[src/rtl/nvs_pkg.sv]
package nvs_pkg;
    localparam int WORD_W = 9;
    localparam int TAP_W  = 8;

    localparam logic [3:0] OP_PROG   = 4'b0010;
    localparam logic [3:0] OP_RECALL = 4'b1001;
    localparam logic [3:0] OP_READ   = 4'b1010;
    localparam logic [3:0] OP_LOAD   = 4'b1011;
    localparam logic [3:0] OP_ERASE  = 4'b1101;

    function automatic logic op_known(input logic [3:0] op);
        return (op == OP_PROG) || (op == OP_RECALL) || (op == OP_READ) ||
               (op == OP_LOAD) || (op == OP_ERASE);
    endfunction

    function automatic logic op_long(input logic [3:0] op);
        return (op == OP_PROG) || (op == OP_ERASE);
    endfunction
endpackage

[src/rtl/nvs_timer.sv]
module nvs_timer #(
    parameter int CW      = 8,
    parameter int RST_CNT = 3
) (
    input  logic          clk,
    input  logic          rst_n,
    input  logic          start,
    input  logic [CW-1:0] load,
    output logic          busy,
    output logic          expire
);
    typedef struct packed {
        logic          run;
        logic [CW-1:0] cnt;
    } tmr_t;

    tmr_t s_d, s_q;

    always_comb begin
        s_d = s_q;
        if (s_q.run) begin
            if (s_q.cnt == '0) s_d.run = 1'b0;
            else               s_d.cnt = s_q.cnt - 1'b1;
        end else if (start) begin
            s_d.run = 1'b1;
            s_d.cnt = load;
        end
    end

    always_ff @(posedge clk or negedge rst_n) begin
        if (!rst_n) begin
            s_q.run <= 1'b1;
            s_q.cnt <= CW'(RST_CNT);
        end else begin
            s_q <= s_d;
        end
    end

    assign busy   = s_q.run;
    assign expire = s_q.run && (s_q.cnt == '0);
endmodule

[src/rtl/nvs_array.sv]
module nvs_array #(
    parameter int NW = 16,
    parameter int WW = 9,
    localparam int IW = $clog2(NW)
) (
    input  logic             clk,
    input  logic             rst_n,
    input  logic             wr_en,
    input  logic             wr_erase,
    input  logic [IW-1:0]    wr_idx,
    input  logic [WW-1:0]    wr_data,
    input  logic [IW-1:0]    rd_idx,
    output logic [WW-1:0]    rd_word,
    output logic [NW*WW-1:0] all_words
);
    logic [NW-1:0][WW-1:0] mem_d, mem_q;

    always_comb begin
        mem_d = mem_q;
        if (wr_en) begin
            if (wr_erase) mem_d[wr_idx] = '1;
            else          mem_d[wr_idx] = mem_q[wr_idx] & wr_data;
        end
    end

    always_ff @(posedge clk or negedge rst_n) begin
        if (!rst_n) mem_q <= '1;
        else        mem_q <= mem_d;
    end

    assign rd_word = mem_q[rd_idx];

    for (genvar w = 0; w < NW; w++) begin : g_flat
        assign all_words[w*WW +: WW] = mem_q[w];
    end
endmodule

[src/rtl/nv_word_store.sv]
module nv_word_store #(
    parameter int NCH       = 4,
    parameter int NLOC      = 4,
    parameter int LONG_CYC  = 40,
    parameter int SHORT_CYC = 3,
    localparam int WW   = nvs_pkg::WORD_W,
    localparam int TW   = nvs_pkg::TAP_W,
    localparam int CHW  = $clog2(NCH),
    localparam int LCW  = $clog2(NLOC),
    localparam int NW   = NCH * NLOC,
    localparam int IW   = $clog2(NW),
    localparam int MAXC = (LONG_CYC > SHORT_CYC) ? LONG_CYC : SHORT_CYC,
    localparam int CW   = $clog2(MAXC + 1)
) (
    input  logic              clk,
    input  logic              rst_n,
    input  logic              req_valid,
    input  logic [3:0]        req_op,
    input  logic [CHW-1:0]    req_chan,
    input  logic [LCW-1:0]    req_loc,
    input  logic [WW-1:0]     req_data,
    input  logic              wp_n,
    output logic              busy,
    output logic              done,
    output logic [WW-1:0]     rd_data,
    output logic [NCH*TW-1:0] wiper,
    output logic [NCH-1:0]    mode
);
    import nvs_pkg::*;

    typedef struct packed {
        logic [3:0]            op;
        logic [CHW-1:0]        chan;
        logic [IW-1:0]         idx;
        logic [WW-1:0]         data;
        logic                  wp;
        logic                  done;
        logic [WW-1:0]         rd;
        logic [NCH-1:0][TW-1:0] wip;
        logic [NCH-1:0]        mode;
    } top_t;

    top_t s_d, s_q;

    logic          t_busy, t_expire, accept;
    logic [CW-1:0] t_load;
    logic          a_wr;
    logic [WW-1:0] a_rd;
    logic [NW*WW-1:0] a_all;

    assign accept = req_valid && !t_busy && op_known(req_op);
    assign t_load = op_long(req_op) ? CW'(LONG_CYC - 1) : CW'(SHORT_CYC - 1);
    assign a_wr   = t_expire && s_q.wp && op_long(s_q.op);

    nvs_timer #(.CW(CW), .RST_CNT(SHORT_CYC - 1)) u_tmr (
        .clk    (clk),
        .rst_n  (rst_n),
        .start  (accept),
        .load   (t_load),
        .busy   (t_busy),
        .expire (t_expire)
    );

    nvs_array #(.NW(NW), .WW(WW)) u_arr (
        .clk       (clk),
        .rst_n     (rst_n),
        .wr_en     (a_wr),
        .wr_erase  (s_q.op == OP_ERASE),
        .wr_idx    (s_q.idx),
        .wr_data   (s_q.data),
        .rd_idx    (s_q.idx),
        .rd_word   (a_rd),
        .all_words (a_all)
    );

    always_comb begin
        s_d      = s_q;
        s_d.done = t_expire;
        if (accept) begin
            s_d.op   = req_op;
            s_d.chan = req_chan;
            s_d.idx  = IW'({req_chan, req_loc});
            s_d.data = req_data;
            s_d.wp   = wp_n;
        end
        if (t_expire) begin
            if (s_q.op == OP_READ) s_d.rd = a_rd;
            if (s_q.op == OP_LOAD) begin
                s_d.wip[s_q.chan]  = a_rd[TW-1:0];
                s_d.mode[s_q.chan] = a_rd[TW];
            end
            if (s_q.op == OP_RECALL) begin
                for (int c = 0; c < NCH; c++) begin
                    s_d.wip[c]  = a_all[(c*NLOC)*WW +: TW];
                    s_d.mode[c] = a_all[(c*NLOC)*WW + TW];
                end
            end
        end
    end

    always_ff @(posedge clk or negedge rst_n) begin
        if (!rst_n) begin
            s_q      <= '0;
            s_q.op   <= OP_RECALL;
            s_q.wp   <= 1'b1;
        end else begin
            s_q <= s_d;
        end
    end

    assign busy    = t_busy;
    assign done    = s_q.done;
    assign rd_data = s_q.rd;
    assign wiper   = s_q.wip;
    assign mode    = s_q.mode;
endmodule

[config.mk]
export PLATFORM = sky130hd
export DESIGN_NAME = nv_word_store
export DESIGN_NICKNAME = d
export VERILOG_FILES = /design/src/rtl/nvs_pkg.sv /design/src/rtl/nvs_timer.sv /design/src/rtl/nvs_array.sv /design/src/rtl/nv_word_store.sv
export SDC_FILE = /design/constraint.sdc
export NUM_CORES = 1
export LEC_CHECK = 0
export ABC_AREA = 1
export BUFFER_PORTS_ARGS = -buffer_cell sky130_fd_sc_hd__buf_2
export CORE_MARGIN = 3
export CORE_UTILIZATION = 60
export DETAILED_ROUTE_END_ITERATION = 16
export PLACE_DENSITY = 0.79
export SLEW_MARGIN = 10
export SYNTH_ARGS = -nofsm -noshare
export SYNTH_HDL_FRONTEND = slang
export SYNTH_SLANG_ARGS = --single-unit
[constraint.sdc]
create_clock -name clk -period 3.1 [get_ports clk]
set_input_delay 0.155 -clock clk [delete_from_list [all_inputs] [get_ports clk]]
set_output_delay 0.155 -clock clk [all_outputs]
set_load 0.1 [all_outputs]
==> flow_results.xml <==
<?xml version="1.0" encoding="UTF-8"?>
<metrics>
  <group name="synthesis">
    <metric name="ys_seq_elements" unit="">215</metric>
    <metric name="synthesis.area" unit="um2">11100</metric>
    <metric name="synth_area_per_cell" unit="um2">7.40</metric>
    <metric name="yosysWarnings" unit="">0</metric>
    <metric name="postSynthNetCount" unit="">1525</metric>
    <metric name="ys_seq_area_frac" unit="">0.500</metric>
    <metric name="synth.lib_cells_used.distinct" unit="">30</metric>
    <metric name="synth_cells" unit="">1503</metric>
  </group>
  <group name="pwr">
    <metric name="power_leakage" unit="nW">6.42</metric>
    <metric name="power-per-cell-area" unit="nW/um2">633</metric>
    <metric name="total_power" unit="mW">7.76</metric>
    <metric name="worst_ir_drop_vdd" unit="V">0.000394</metric>
  </group>
  <group name="die">
    <metric name="core_region_area" unit="um2">18100</metric>
    <metric name="design.die.area" unit="um2">20200</metric>
    <metric name="die_w" unit="um">142</metric>
    <metric name="std_cell_rows" unit="">49</metric>
    <metric name="io_pins" unit="">68</metric>
    <metric name="die_height" unit="um">142</metric>
    <metric name="initial_utilization" unit="">0.615</metric>
  </group>
  <group name="layout">
    <metric name="area_delta_synth_final" unit="%">10.1</metric>
    <metric name="multi_input_comb_area" unit="um2">4740</metric>
    <metric name="area.sequential" unit="um2">5570</metric>
    <metric name="final_nets" unit="">1560</metric>
    <metric name="stdcell_count" unit="">1782</metric>
    <metric name="fraction_of_final_layout_cells_sized_beyond_drive_strength_1" unit="">0.211</metric>
    <metric name="antennaDiodeCount" unit="">0</metric>
    <metric name="fillerInstances" unit="">1494</metric>
  </group>
  <group name="critical_path">
    <metric name="critPathKind" unit="">reg -&gt; reg</metric>
    <metric name="critical_path.endpoint_type" unit="">register</metric>
    <metric name="worstPathArrival" unit="ns">2.90</metric>
    <metric name="crit_path_max_fanout" unit="">16</metric>
    <metric name="crit_required" unit="ns">3.54</metric>
    <metric name="critPathLaunchType" unit="">register</metric>
  </group>
  <group name="global_routing">
    <metric name="grt_max_degree" unit="">93</metric>
    <metric name="globalRouteOverflowTotal" unit="">0</metric>
    <metric name="number_of_antenna_violations_at_the_first_check_in_global_routing" unit="">0</metric>
    <metric name="via_count_of_the_first_global_routing_pass" unit="">8990</metric>
    <metric name="globalRouteTotalUtil" unit="">0.285</metric>
    <metric name="grt_pass1_wl" unit="mm">46.9</metric>
  </group>
  <group name="flow_run">
    <metric name="max_cap_violations" unit="">0</metric>
  </group>
  <group name="outcome">
    <metric name="outcome" unit="">completed</metric>
  </group>
  <group name="routing">
    <metric name="remaining_drc_errors" unit="">0</metric>
    <metric name="postRouteWirelength" unit="mm">28.5</metric>
    <metric name="avgViaCountPerCell" unit="">5.37</metric>
    <metric name="detail_route.iter0.violations" unit="">968</metric>
    <metric name="route.vias.total" unit="">9569</metric>
    <metric name="ant_nets" unit="">0</metric>
    <metric name="detailedRoute.firstPassIterationCount" unit="">5</metric>
    <metric name="route.detailed.wl_per_inst" unit="um">16.0</metric>
  </group>
  <group name="cts">
    <metric name="hold_buffers" unit="">20</metric>
    <metric name="worst_setup_hold_path_clk_slew" unit="ns">0.06</metric>
    <metric name="numCtsBuffers" unit="">23</metric>
    <metric name="cts.repair.resized" unit="">0</metric>
    <metric name="cts_max_level" unit="">1</metric>
    <metric name="clk_root_buffer_cell" unit="">clkbuf_16</metric>
    <metric name="cts_max_path_buffers" unit="">3</metric>
    <metric name="cts_setup_buffers" unit="">0</metric>
    <metric name="cts_sinks" unit="">215</metric>
    <metric name="worstSkewPairLatency" unit="ns">0.51</metric>
    <metric name="tritoncts" unit="">yes</metric>
  </group>
  <group name="placed_design">
    <metric name="place_inst" unit="">1722</metric>
    <metric name="dpl.hpwl" unit="mm">18.7</metric>
    <metric name="place.port_buffers" unit="">67</metric>
    <metric name="gp_congestion" unit="">0.860</metric>
  </group>
  <group name="timing">
    <metric name="setup_violations_final" unit="">0</metric>
    <metric name="finalHoldViolations" unit="">0</metric>
    <metric name="timing.final.crit_share" unit="">0.794</metric>
    <metric name="final.min_clock_period" unit="ns">2.46</metric>
    <metric name="worstMarginPinSlew" unit="ns">0.826</metric>
    <metric name="fin_worst_skew" unit="ns">0.0115</metric>
    <metric name="relative_slew_margins" unit="">0.446</metric>
    <metric name="maxClockFrequency" unit="GHz">0.406</metric>
    <metric name="report.final.slew_viol_count" unit="">0</metric>
    <metric name="grt_setup_unrepaired" unit="">no</metric>
    <metric name="worst_hold_slack" unit="ns">0.268</metric>
    <metric name="setup_tns" unit="ns">0</metric>
  </group>
  <group name="worst_hold_path">
    <metric name="min-delay-path-class" unit="">in -&gt; async</metric>
  </group>
</metrics>
cells in the final DEF (no fill, tap or decap), types with 7 or more instances in the layout:
cell type,instances
buf_2,66
buf_4,13
clkbuf_1,9
clkbuf_16,23
clkbuf_8,7
clkinv_4,10
dfrtp_1,65
dfstp_2,149
dlygate4sd3_1,20
inv_1,15
inv_2,13
nand2_1,1015
nand2_2,9
nand3_2,7
nand3_4,11
nor2_1,16
o21ai_0,54
o21ai_1,9
through the flow:
stage                      util  instance area [um2]  setup WS, ns
after floorplan               -                11100         0.979
after global placement    0.626                11300         0.792
after detailed placement  0.626                11300         0.675
after CTS                 0.677                12200         0.644
after global routing      0.677                12200         0.448
final                     0.677                12200         0.640
cell type report:
type,instances,share of cell area
inverters,41,0.0167
clock buffers,38,0.0565
well taps,229,0.0234
clock inverters,2,0.00286
repair buffers,104,0.0589
multi-input cells,1153,0.387
flip-flops and latches,215,0.455
metal layers:
| metal | GRT usage | share of wire | vias to the layer above |
|---|---|---|---|
| met5 | 0 | 0 | - |
| met4 | 0.0909 | 0.031 | 0 |
| met3 | 0.0481 | 0.085 | 62 |
| met2 | 0.439 | 0.44 | 417 |
| met1 | 0.417 | 0.44 | 4477 |
| li1 | - | - | 4613 |
Yosys cell counts:
cell / instances / area (um2)
nand2_2: 9 / 56.3
nor2_4: 3 / 33.8
o21ai_0: 54 / 270
xor2_1: 2 / 17.5
dfstp_2: 149 / 3920
a21oi_2: 4 / 35.0
inv_1: 15 / 56.3
nand3_2: 7 / 70.1
nand3_4: 11 / 193
clkinv_1: 3 / 11.3
buf_12: 1 / 20.0
nand3b_1: 1 / 7.51
nor2_2: 5 / 31.3
buf_6: 1 / 11.3
dfrtp_1: 66 / 1650
nor3_1: 1 / 5.00
buf_1: 5 / 18.8
buf_4: 57 / 428
nor2_1: 16 / 60.1
clkbuf_1: 12 / 45.0
a21oi_1: 5 / 25.0
buf_2: 18 / 90.1
ha_1: 1 / 12.5
o21ai_1: 9 / 45.0
inv_2: 13 / 48.8
nand3_1: 6 / 30.0
a21oi_4: 1 / 16.3
o211ai_1: 3 / 22.5
nand2_1: 1015 / 3810
clkinv_4: 10 / 87.6
flip-flops by register name (all words and copies together) (netlist names):
| name | count |
|---|---|
| s_q | 18 |
| done | 1 |
| u_arr.all_words | 144 |
| u_tmr.busy | 1 |
| mode | 4 |
| u_tmr.s_q | 6 |
| wiper | 32 |
| rd_data | 9 |
power by group:
group          internal [mW]  switching, mW
sequential              3.01          0.140
clock                   1.59           1.08
combinational          0.392           1.54
total                   4.99           2.76
critical path: stages, from the launching register on:
cell and delay, ns:
dfrtp_1 0.37, inv_1 0.10, ha_1 0.20, inv_2 0.06, nor2_4 0.11, nand3_2 0.12, nor2_4 0.13, nand2_1 0.10
a21oi_4 0.11, buf_4 0.37, nand3_2 0.29, inv_2 0.23, nand2_1 0.08, nand2_1 0.10
worst paths after layout:
| kind | slack, ns | startpoint | cells past startpoint | to |
|---|---|---|---|---|
| max | 0.64 | u_tmr.s_q[0] | 13 | u_arr.all_words[18] |
| min | 0.27 | rst_n | 2 | wiper[13] |
| max reg2reg | 0.64 | u_tmr.s_q[0] | 13 | u_arr.all_words[18] |
| min reg2reg | 0.47 | mode[1] | 2 | mode[1] |
| max in group asynchronous | 1.96 | rst_n | 3 | u_arr.all_words[102] |
| min in group clk | 0.27 | req_valid | 6 | s_q[65] |
logic make-up after synthesis:
logic type	count (synthesis)	synth area share
XOR/XNOR	2	0.00157
buffers and inverters	135	0.0734
flip-flops	215	0.500
AND/OR/NAND/NOR	1074	0.386
AO/OA/AOI/OAI	76	0.0372
adder cells (fa/ha/maj)	1	0.00112
No activity file was read; power rests on OpenSTA's default activity.
